## src/rtl/oc_wdt_pkg.sv

```systemverilog
package oc_wdt_pkg;
  localparam int CTL_W    = 8;
  localparam int FS_W     = 4;
  localparam int EN_BIT   = FS_W;
  localparam int ST_BIT   = FS_W + 1;
  localparam int PSEL_BIT = CTL_W - 1;

  typedef struct packed {
    logic            psel;
    logic            en;
    logic [FS_W-1:0] safe;
  } ctl_t;
endpackage

```

## src/rtl/oc_wdt_regs.sv

```systemverilog
module oc_wdt_regs
  import oc_wdt_pkg::*;
#(
  parameter int CNT_W   = 8,
  parameter int TMO_RST = 16
) (
  input  logic             clk_i,
  input  logic             rst_ni,
  input  logic             ctl_we_i,
  input  logic [CTL_W-1:0] ctl_wdata_i,
  input  logic             cnt_we_i,
  input  logic [CNT_W-1:0] cnt_wdata_i,
  input  logic             expire_i,
  output logic [CNT_W-1:0] tmo_o,
  output ctl_t             ctl_o,
  output logic             status_o,
  output logic             arm_o,
  output logic             disarm_o
);
  logic [CNT_W-1:0] tmo_q;
  ctl_t             ctl_q;
  logic             status_q;

  assign arm_o    = ctl_we_i &  ctl_wdata_i[EN_BIT] & ~ctl_q.en;
  assign disarm_o = ctl_we_i & ~ctl_wdata_i[EN_BIT];

  always_ff @(posedge clk_i or negedge rst_ni) begin
    if (!rst_ni) begin
      tmo_q    <= CNT_W'(TMO_RST);
      ctl_q    <= '0;
      status_q <= 1'b0;
    end else begin
      if (cnt_we_i) tmo_q <= cnt_wdata_i;
      if (ctl_we_i) begin
        ctl_q.psel <= ctl_wdata_i[PSEL_BIT];
        ctl_q.en   <= ctl_wdata_i[EN_BIT];
        ctl_q.safe <= ctl_wdata_i[FS_W-1:0];
      end
      // set beats clear; writing 1 never sets
      if (expire_i)                             status_q <= 1'b1;
      else if (ctl_we_i && !ctl_wdata_i[ST_BIT]) status_q <= 1'b0;
    end
  end

  assign tmo_o    = tmo_q;
  assign ctl_o    = ctl_q;
  assign status_o = status_q;

  assert_status_sticky_R5: assert property (@(posedge clk_i) disable iff (!rst_ni)
    (status_q && !(ctl_we_i && !ctl_wdata_i[ST_BIT])) |=> status_q);
  assert_status_no_sw_set_R5: assert property (@(posedge clk_i) disable iff (!rst_ni)
    (!status_q && !expire_i) |=> !status_q);
endmodule

```

## src/rtl/oc_wdt_sec_cnt.sv

```systemverilog
module oc_wdt_sec_cnt #(
  parameter int CNT_W = 8
) (
  input  logic             clk_i,
  input  logic             rst_ni,
  input  logic             tick_i,
  input  logic             arm_i,
  input  logic             disarm_i,
  input  logic             load_i,
  input  logic [CNT_W-1:0] load_val_i,
  input  logic [CNT_W-1:0] tmo_i,
  output logic             expire_o
);
  logic [CNT_W-1:0] cnt_q;
  logic             run_q;
  logic             step;

  // writes and enable changes win over a coincident tick
  assign step     = run_q & tick_i & ~load_i & ~arm_i & ~disarm_i;
  assign expire_o = step & (cnt_q <= CNT_W'(1));

  always_ff @(posedge clk_i or negedge rst_ni) begin
    if (!rst_ni) begin
      cnt_q <= '0;
      run_q <= 1'b0;
    end else begin
      if (arm_i)         run_q <= 1'b1;
      else if (disarm_i) run_q <= 1'b0;
      else if (expire_o) run_q <= 1'b0;

      if (load_i)        cnt_q <= load_val_i;
      else if (arm_i)    cnt_q <= tmo_i;
      else if (step && !expire_o) cnt_q <= cnt_q - CNT_W'(1);
    end
  end

  assert_expire_stops_R10: assert property (@(posedge clk_i) disable iff (!rst_ni)
    expire_o |=> !run_q);
  assert_idle_hold_R3: assert property (@(posedge clk_i) disable iff (!rst_ni)
    (!tick_i && !load_i && !arm_i) |=> $stable(cnt_q));
  assert_disarm_R8: assert property (@(posedge clk_i) disable iff (!rst_ni)
    (disarm_i && !arm_i) |=> !run_q);
endmodule

```

## src/rtl/oc_wdt_rst_pulse.sv

```systemverilog
module oc_wdt_rst_pulse #(
  parameter int RST_CYC = 16
) (
  input  logic clk_i,
  input  logic rst_ni,
  input  logic start_i,
  output logic pulse_o
);
  localparam int RW = $clog2(RST_CYC + 1);
  logic [RW-1:0] cnt_q;

  always_ff @(posedge clk_i or negedge rst_ni) begin
    if (!rst_ni)             cnt_q <= '0;
    else if (start_i)        cnt_q <= RW'(RST_CYC);
    else if (cnt_q != '0)    cnt_q <= cnt_q - RW'(1);
  end

  assign pulse_o = (cnt_q != '0);

  assert_pulse_start_R7: assert property (@(posedge clk_i) disable iff (!rst_ni)
    start_i |=> pulse_o);
  assert_pulse_bound_R7: assert property (@(posedge clk_i) disable iff (!rst_ni)
    cnt_q <= RW'(RST_CYC));
endmodule

```

## src/rtl/oc_watchdog.sv

```systemverilog
module oc_watchdog
  import oc_wdt_pkg::*;
#(
  parameter int CNT_W   = 8,
  parameter int TMO_RST = 16,
  parameter int RST_CYC = 16
) (
  input  logic             clk_i,
  input  logic             rst_ni,
  input  logic             tick_i,
  input  logic             cnt_we_i,
  input  logic [CNT_W-1:0] cnt_wdata_i,
  input  logic             ctl_we_i,
  input  logic [CTL_W-1:0] ctl_wdata_i,
  input  logic [FS_W-1:0]  hw_fs_i,
  output logic             status_o,
  output logic [FS_W-1:0]  fs_o,
  output logic             prog_sel_o,
  output logic             sys_rst_o
);
  logic [CNT_W-1:0] tmo;
  ctl_t             ctl;
  logic             status, arm, disarm, expire;

  oc_wdt_regs #(.CNT_W(CNT_W), .TMO_RST(TMO_RST)) u_regs (
    .clk_i, .rst_ni, .ctl_we_i, .ctl_wdata_i, .cnt_we_i, .cnt_wdata_i,
    .expire_i(expire), .tmo_o(tmo), .ctl_o(ctl), .status_o(status),
    .arm_o(arm), .disarm_o(disarm)
  );

  oc_wdt_sec_cnt #(.CNT_W(CNT_W)) u_cnt (
    .clk_i, .rst_ni, .tick_i, .arm_i(arm), .disarm_i(disarm),
    .load_i(cnt_we_i), .load_val_i(cnt_wdata_i), .tmo_i(tmo), .expire_o(expire)
  );

  oc_wdt_rst_pulse #(.RST_CYC(RST_CYC)) u_pulse (
    .clk_i, .rst_ni, .start_i(expire), .pulse_o(sys_rst_o)
  );

  assign status_o   = status;
  assign fs_o       = status ? ctl.safe : hw_fs_i;
  assign prog_sel_o = ctl.psel & ~status;

  assert_status_with_reset_R7: assert property (@(posedge clk_i) disable iff (!rst_ni)
    $rose(status_o) |-> sys_rst_o);
  assert_override_path_R9: assert property (@(posedge clk_i) disable iff (!rst_ni)
    status_o |-> !prog_sel_o);
endmodule

```

## config.mk

```make
export PLATFORM = sky130hd
export DESIGN_NAME = oc_watchdog
export DESIGN_NICKNAME = d
export VERILOG_FILES = /design/src/rtl/oc_wdt_pkg.sv /design/src/rtl/oc_wdt_regs.sv /design/src/rtl/oc_wdt_sec_cnt.sv /design/src/rtl/oc_wdt_rst_pulse.sv /design/src/rtl/oc_watchdog.sv
export SDC_FILE = /design/constraint.sdc
export NUM_CORES = 1
export LEC_CHECK = 0
export BUFFER_PORTS_ARGS = -buffer_cell sky130_fd_sc_hd__buf_2
export CORE_MARGIN = 5
export CORE_UTILIZATION = 50
export CTS_BUF_LIST = sky130_fd_sc_hd__clkbuf_4 sky130_fd_sc_hd__clkbuf_8 sky130_fd_sc_hd__clkbuf_16
export DETAILED_ROUTE_END_ITERATION = 7
export PLACE_DENSITY_LB_ADDON = 0.2
export SYNTH_ARGS = -nofsm -noshare
export SYNTH_HDL_FRONTEND = slang
export SYNTH_SLANG_ARGS = --single-unit
```

## constraint.sdc

```tcl
create_clock -name clk_i -period 3.3 [get_ports clk_i]
set_input_delay 0.66 -clock clk_i [delete_from_list [all_inputs] [get_ports clk_i]]
set_output_delay 0.66 -clock clk_i [all_outputs]
set_load 0.01 [all_outputs]
```

; Word-level counts from Yosys, hierarchy flattened
; Cells that the tools add are included.
[word_totals]
regBits = 29
inputBits = 25
wordCells = 46
[classes]
addsub = 2
n_lt_le_gt_ge = 1
mux = 11
bitwise = 15
n_reduce_logical = 9
[op_table]
columns = cell, count
row1 = $mux W8, 3
row2 = $mux W5, 2
row3 = $and A1 B1 Y1, 9
row4 = $le A8 B1 Y1 const B, 1
row5 = $sub A8 B1 Y8 const B, 1
row6 = $not A1 Y1, 6
row7 = $reduce_bool A3 Y1, 2
row8 = $mux W1, 5
row9 = $reduce_bool A5 Y1, 1
row10 = $sub A5 B1 Y5 const B, 1
row11 = $mux W4, 1
row12 = $reduce_bool A2 Y1, 2
row13 = $logic_and A1 B1 Y1, 2
row14 = $logic_not A1 Y1, 2

; Depth between registers and ports, before layout
[logic_depth]
depth_word = 11
mapped_depth = 8

; Modules after synthesis
; A second synthesis with hierarchy kept.
[hier_totals]
cells_unflattened = 146
area_unflattened_um2 = 1649.1
[by_module_without_submodules]
columns = mod, instances, cells_each, area_each_um2
row1 = oc_wdt_sec_cnt, 1, 79, 703.2
row2 = oc_wdt_regs, 1, 37, 630.6
row3 = oc_wdt_rst_pulse, 1, 25, 261.5
row4 = oc_watchdog, 1, 5, 53.8

; Worst setup path before layout
; No wires, ideal clock.
[synth_path]
kind = register to output
start = reg u_pulse.cnt_q[0]
end = out sys_rst_o
t_arrival_ns = 1.387
slack_ns = 1.253
stages_incl_launch_ff = 6
cell_sequence = dfrtp_1 > inv_1 > ha_1 > or3b_2 > nor2_1 > inv_1
[synth_between]
elab_chain_len = 1
[synth_rtl]
columns = item, line
row1 = start: declaration, oc_wdt_rst_pulse.sv:10  ; logic [RW-1:0] cnt_q;
row2 = start signal: assignment, oc_wdt_rst_pulse.sv:14  ; else if (start_i) cnt_q <= RW'(RST_CYC);
row3 = start signal: assignment, oc_wdt_rst_pulse.sv:15  ; else if (cnt_q != '0) cnt_q <= cnt_q - RW'(1);
row4 = $reduce_bool A5 Y1, oc_wdt_rst_pulse.sv:18  ; assign pulse_o = (cnt_q != '0);
row5 = end: declaration, oc_watchdog.sv:19  ; output logic sys_rst_o
; Every way passes these cells.

; Final worst setup path
; Same ends and word-level chain as after synthesis.

==> results list <==
- The flow ran to the end, and the final reports show no timing, DRC or antenna violations.
- Worst hold path type: in -> async
- After clock tree synthesis, the repair step resized 0 gates.
* Total inserted antenna cells: 0
* Clock transition at the registers of the reported paths: 90 ps
- The number of pins exceeding their max-slew limit in the final report was 0.
* Net Sw Power: 300.5 uW
- Layout-stage area growth over the synthesis result: 14.73%
- Worst skew pair latency: 320 ps
* Mapped Avg Cell Area: 10.30 sq um
- Summed over all layers, the routed wires come to 3028 microns.
* Top cell type's share of synthesized area: 0.4659
- In the synthesized netlist the dominant register cell turns out to be dfrtp_1.
- Total global-route track usage: 0.1578
- The worst path needs 2602 ps of the cycle, external delays included.
- Hold timing on the final database bottoms out at a slack of 350.2 ps.
- Worst Path Max Fanout: 4
* Die Span Y: 64.85 microns
- The first global-routing pass estimated 5147 microns of wire.
- After the first detailed-routing iteration, the DRC count stood at 55.
- Share of the cycle needed by the critical path after routing: 0.7884
- Placement Setup Slack: 1018 ps
- Of the cells placed in the final design, the portion with a size suffix greater than 1 is 0.3333.
- Seq/Total Area, Yosys: 0.4834
- In this run the deepest clock path goes through 2 buffers.
- At the pin with the least slew margin, the transition time is 675.9 ps.
- After technology mapping, the gate count stands at 146.
- From left edge to right edge, the die measures 64.85 microns.
- After clock tree synthesis, the flow added hold-fix buffers numbering 0.
- Dividing the detail-routed wire length by the instance count gives 14.42 microns.
- Number of iterations in the first detailed-routing pass: 4
- Data on the critical path arrives at its endpoint at 1940 ps.
- The count of buffers added on input and output ports is 30.
- Measured on the finished design, the core utilization comes to 0.5794.
- The share of total power dissipated in sequential elements is 0.495.
- The clock drives 29 sinks.
- Placement Rows: 20
- Post-CTS timing repair inserted 0 buffers for setup.
* Commonest non-fill, non-tap cell in the layout: buf_2
- The share of total power dissipated in the clock network is 0.246.
* Most frequent cells in the layout: buf_2, dfrtp_1, nor2_1
- Post-synthesis instance area: 0.001504 sq mm
* DR vias: 1,145
- At the end of routability-driven placement, the weighted congestion stood at 0.8014.
- Initial core utilization: 0.5050
- After global routing the overflow that remains totals 0.
* Post-Synthesis Net Count: 174
* Unique masters post-synth: 40
* Filler cell count in the final layout: 281
* Static leakage: 0.0008032 uW
- Of the total power, combinational logic draws 0.259.
* Vias per Instance: 5.452
- Yosys warnings: 0
- Static timing analysis puts the maximum clock frequency at 384.4 MHz.
- Final sum of negative setup slack: 0 ps
- Once detail routing completed, the nets flagged for antenna violations numbered 0.
* Crit end category: output port
* Number of antenna violations at the first check in global routing: 0
* Power density relative to cell area: 559.1 mW/mm^2
* Post-route worst setup slack: 698.3 ps
- Die area: 0.004205 sq mm
* Via count of the first global-routing pass: 1,117
* Switch share: 0.3115
* Number of levels in the clock H-tree: 2
- Half-perimeter wire length after placement: 2137 microns
- Top cells by area in the synthesized netlist: dfrtp_1, mux2_2, nor2_1, inv_1, o21ai_0
- Max transition margin: 0.5493
- RSZ-0062 raised after global routing: no
- Startpoint Class: flip-flop
* Internal power component: 664.2 uW
- 32 I/O pins were placed.
* Critical path class: reg -> out
* Worst R2R Setup Slack: 1160 ps
* Pin count of the biggest net entering global routing: 30
- Endpoint of the lowest-slack register-to-register path: u_cnt.cnt_q[5]
- Floorplan core area: 0.002978 sq mm
* Largest area contributor in the synthesized netlist: dfrtp_1
- The count of endpoints failing hold in the final timing report was 0.
- IR drop worst, VDD: 0.0002662 V
- Across the routed clock network, the largest skew measured is 7.207 ps.
- Worst Path Required: 2640 ps
- Post-synthesis async set-or-reset flop share: 1.000
- Root buffer cell: clkbuf_4
* Worst R2R Start: u_cnt.cnt_q[0]
- Final setup violation count: 0
- Final net count: 204
- Number of flops mapped to enable cells by yosys: 0
* Cell depth of the worst flop-to-flop path: 7
- Counting flops and latches in the post-synthesis netlist gives 29.
- Max-cap violations in this run came to 0.
- Post-detailed-route DRC marker count: 0
* Clock buffer count from CTS: 5
- Clock tree from TritonCTS: done
state kept, by name (all words and copies together) (netlist names):
signal           count
u_regs.tmo_o         8
u_cnt.run_q          1
u_pulse.cnt_q        5
u_regs.ctl_o         6
u_cnt.cnt_q          8
u_regs.status_o      1
cell type report:
type	count	area, sq um	share of cell area
multi-input combinational	98	695.7	0.4032
tap	33	41.29	0.02393
clock buffer	8	66.31	0.03843
sequential	29	726.9	0.4213
timing repair buffer	30	150.1	0.08702
inverter	12	45.04	0.02611
critical path, stage by stage, from the launching register on:
cell and delay (ps):
dfrtp_1 380, inv_1 80, ha_1 180, or3b_2 460, nor2_1 250, inv_1 110, buf_2 160
through the flow:
stage | cells | cell area, sq um | power, uW
final | 210 | 1725 | 964.7
after global placement | 202 | 1659 | 717.7
after CTS | 210 | 1725 | 977.7
after floorplan | 146 | 1504 | 662.5
after global routing | 210 | 1725 | 1033
after detailed placement | 202 | 1659 | 735.6
routing by layer:
| metal | track usage | up-vias | part of all wire | routed length, microns |
|---|---|---|---|---|
| li1 | - | 576 | - | - |
| met1 | 0.2051 | 545 | 0.45 | 1353 |
| met2 | 0.2503 | 22 | 0.50 | 1509 |
| met3 | 0.05546 | 2 | 0.049 | 149 |
| met4 | 0.03958 | 0 | 0.0050 | 15 |
| met5 | 0 | - | 0 | 0 |
cells by family after synthesis:
logic type / after synthesis / share of synthesized area
xor gates and xnor gates: 4 / 0.02329
adders and majority gates: 3 / 0.02496
and+or+nand+nor: 41 / 0.1473
buffers and inverters: 19 / 0.05407
muxes: 15 / 0.1115
AOI/OAI and AO/OA: 35 / 0.1556
DFF: 29 / 0.4834
power by group through the flow:
stage          registers [uW]  logic (uW)  clock network, uW
2_1_floorplan             468         194                  0
3_3_place_gp              478         239                  0
3_5_place_dp              483         253                  0
4_1_cts                   477         256                244
5_1_grt                   487         286                260
6_report                  477         250                237
synth_stat cells (2+ instances only):
cell type	instances
dfrtp_1	28
nor2_1	17
mux2_2	14
inv_1	12
nand2_1	8
o21ai_0	8
a21oi_1	7
clkbuf_1	4
o211ai_1	4
xnor2_1	4
a31oi_1	3
ha_1	3
a211oi_1	2
a21o_1	2
and3b_1	2
buf_2	2
nor3_1	2
or3_1	2
worst max-delay path by stage:
stage                                 from        end  slack (ps)  depth (start not counted)
final                     u_pulse.cnt_q[0]  sys_rst_o         700                          6
after global routing      u_pulse.cnt_q[0]  sys_rst_o         590                          6
after CTS                 u_pulse.cnt_q[0]  sys_rst_o         670                          6
after detailed placement  u_pulse.cnt_q[0]  sys_rst_o        1020                          6
after global placement    u_pulse.cnt_q[0]  sys_rst_o        1070                          6
after floorplan           u_pulse.cnt_q[0]  sys_rst_o        1250                          5
Power figures use the tool's default switching activity.
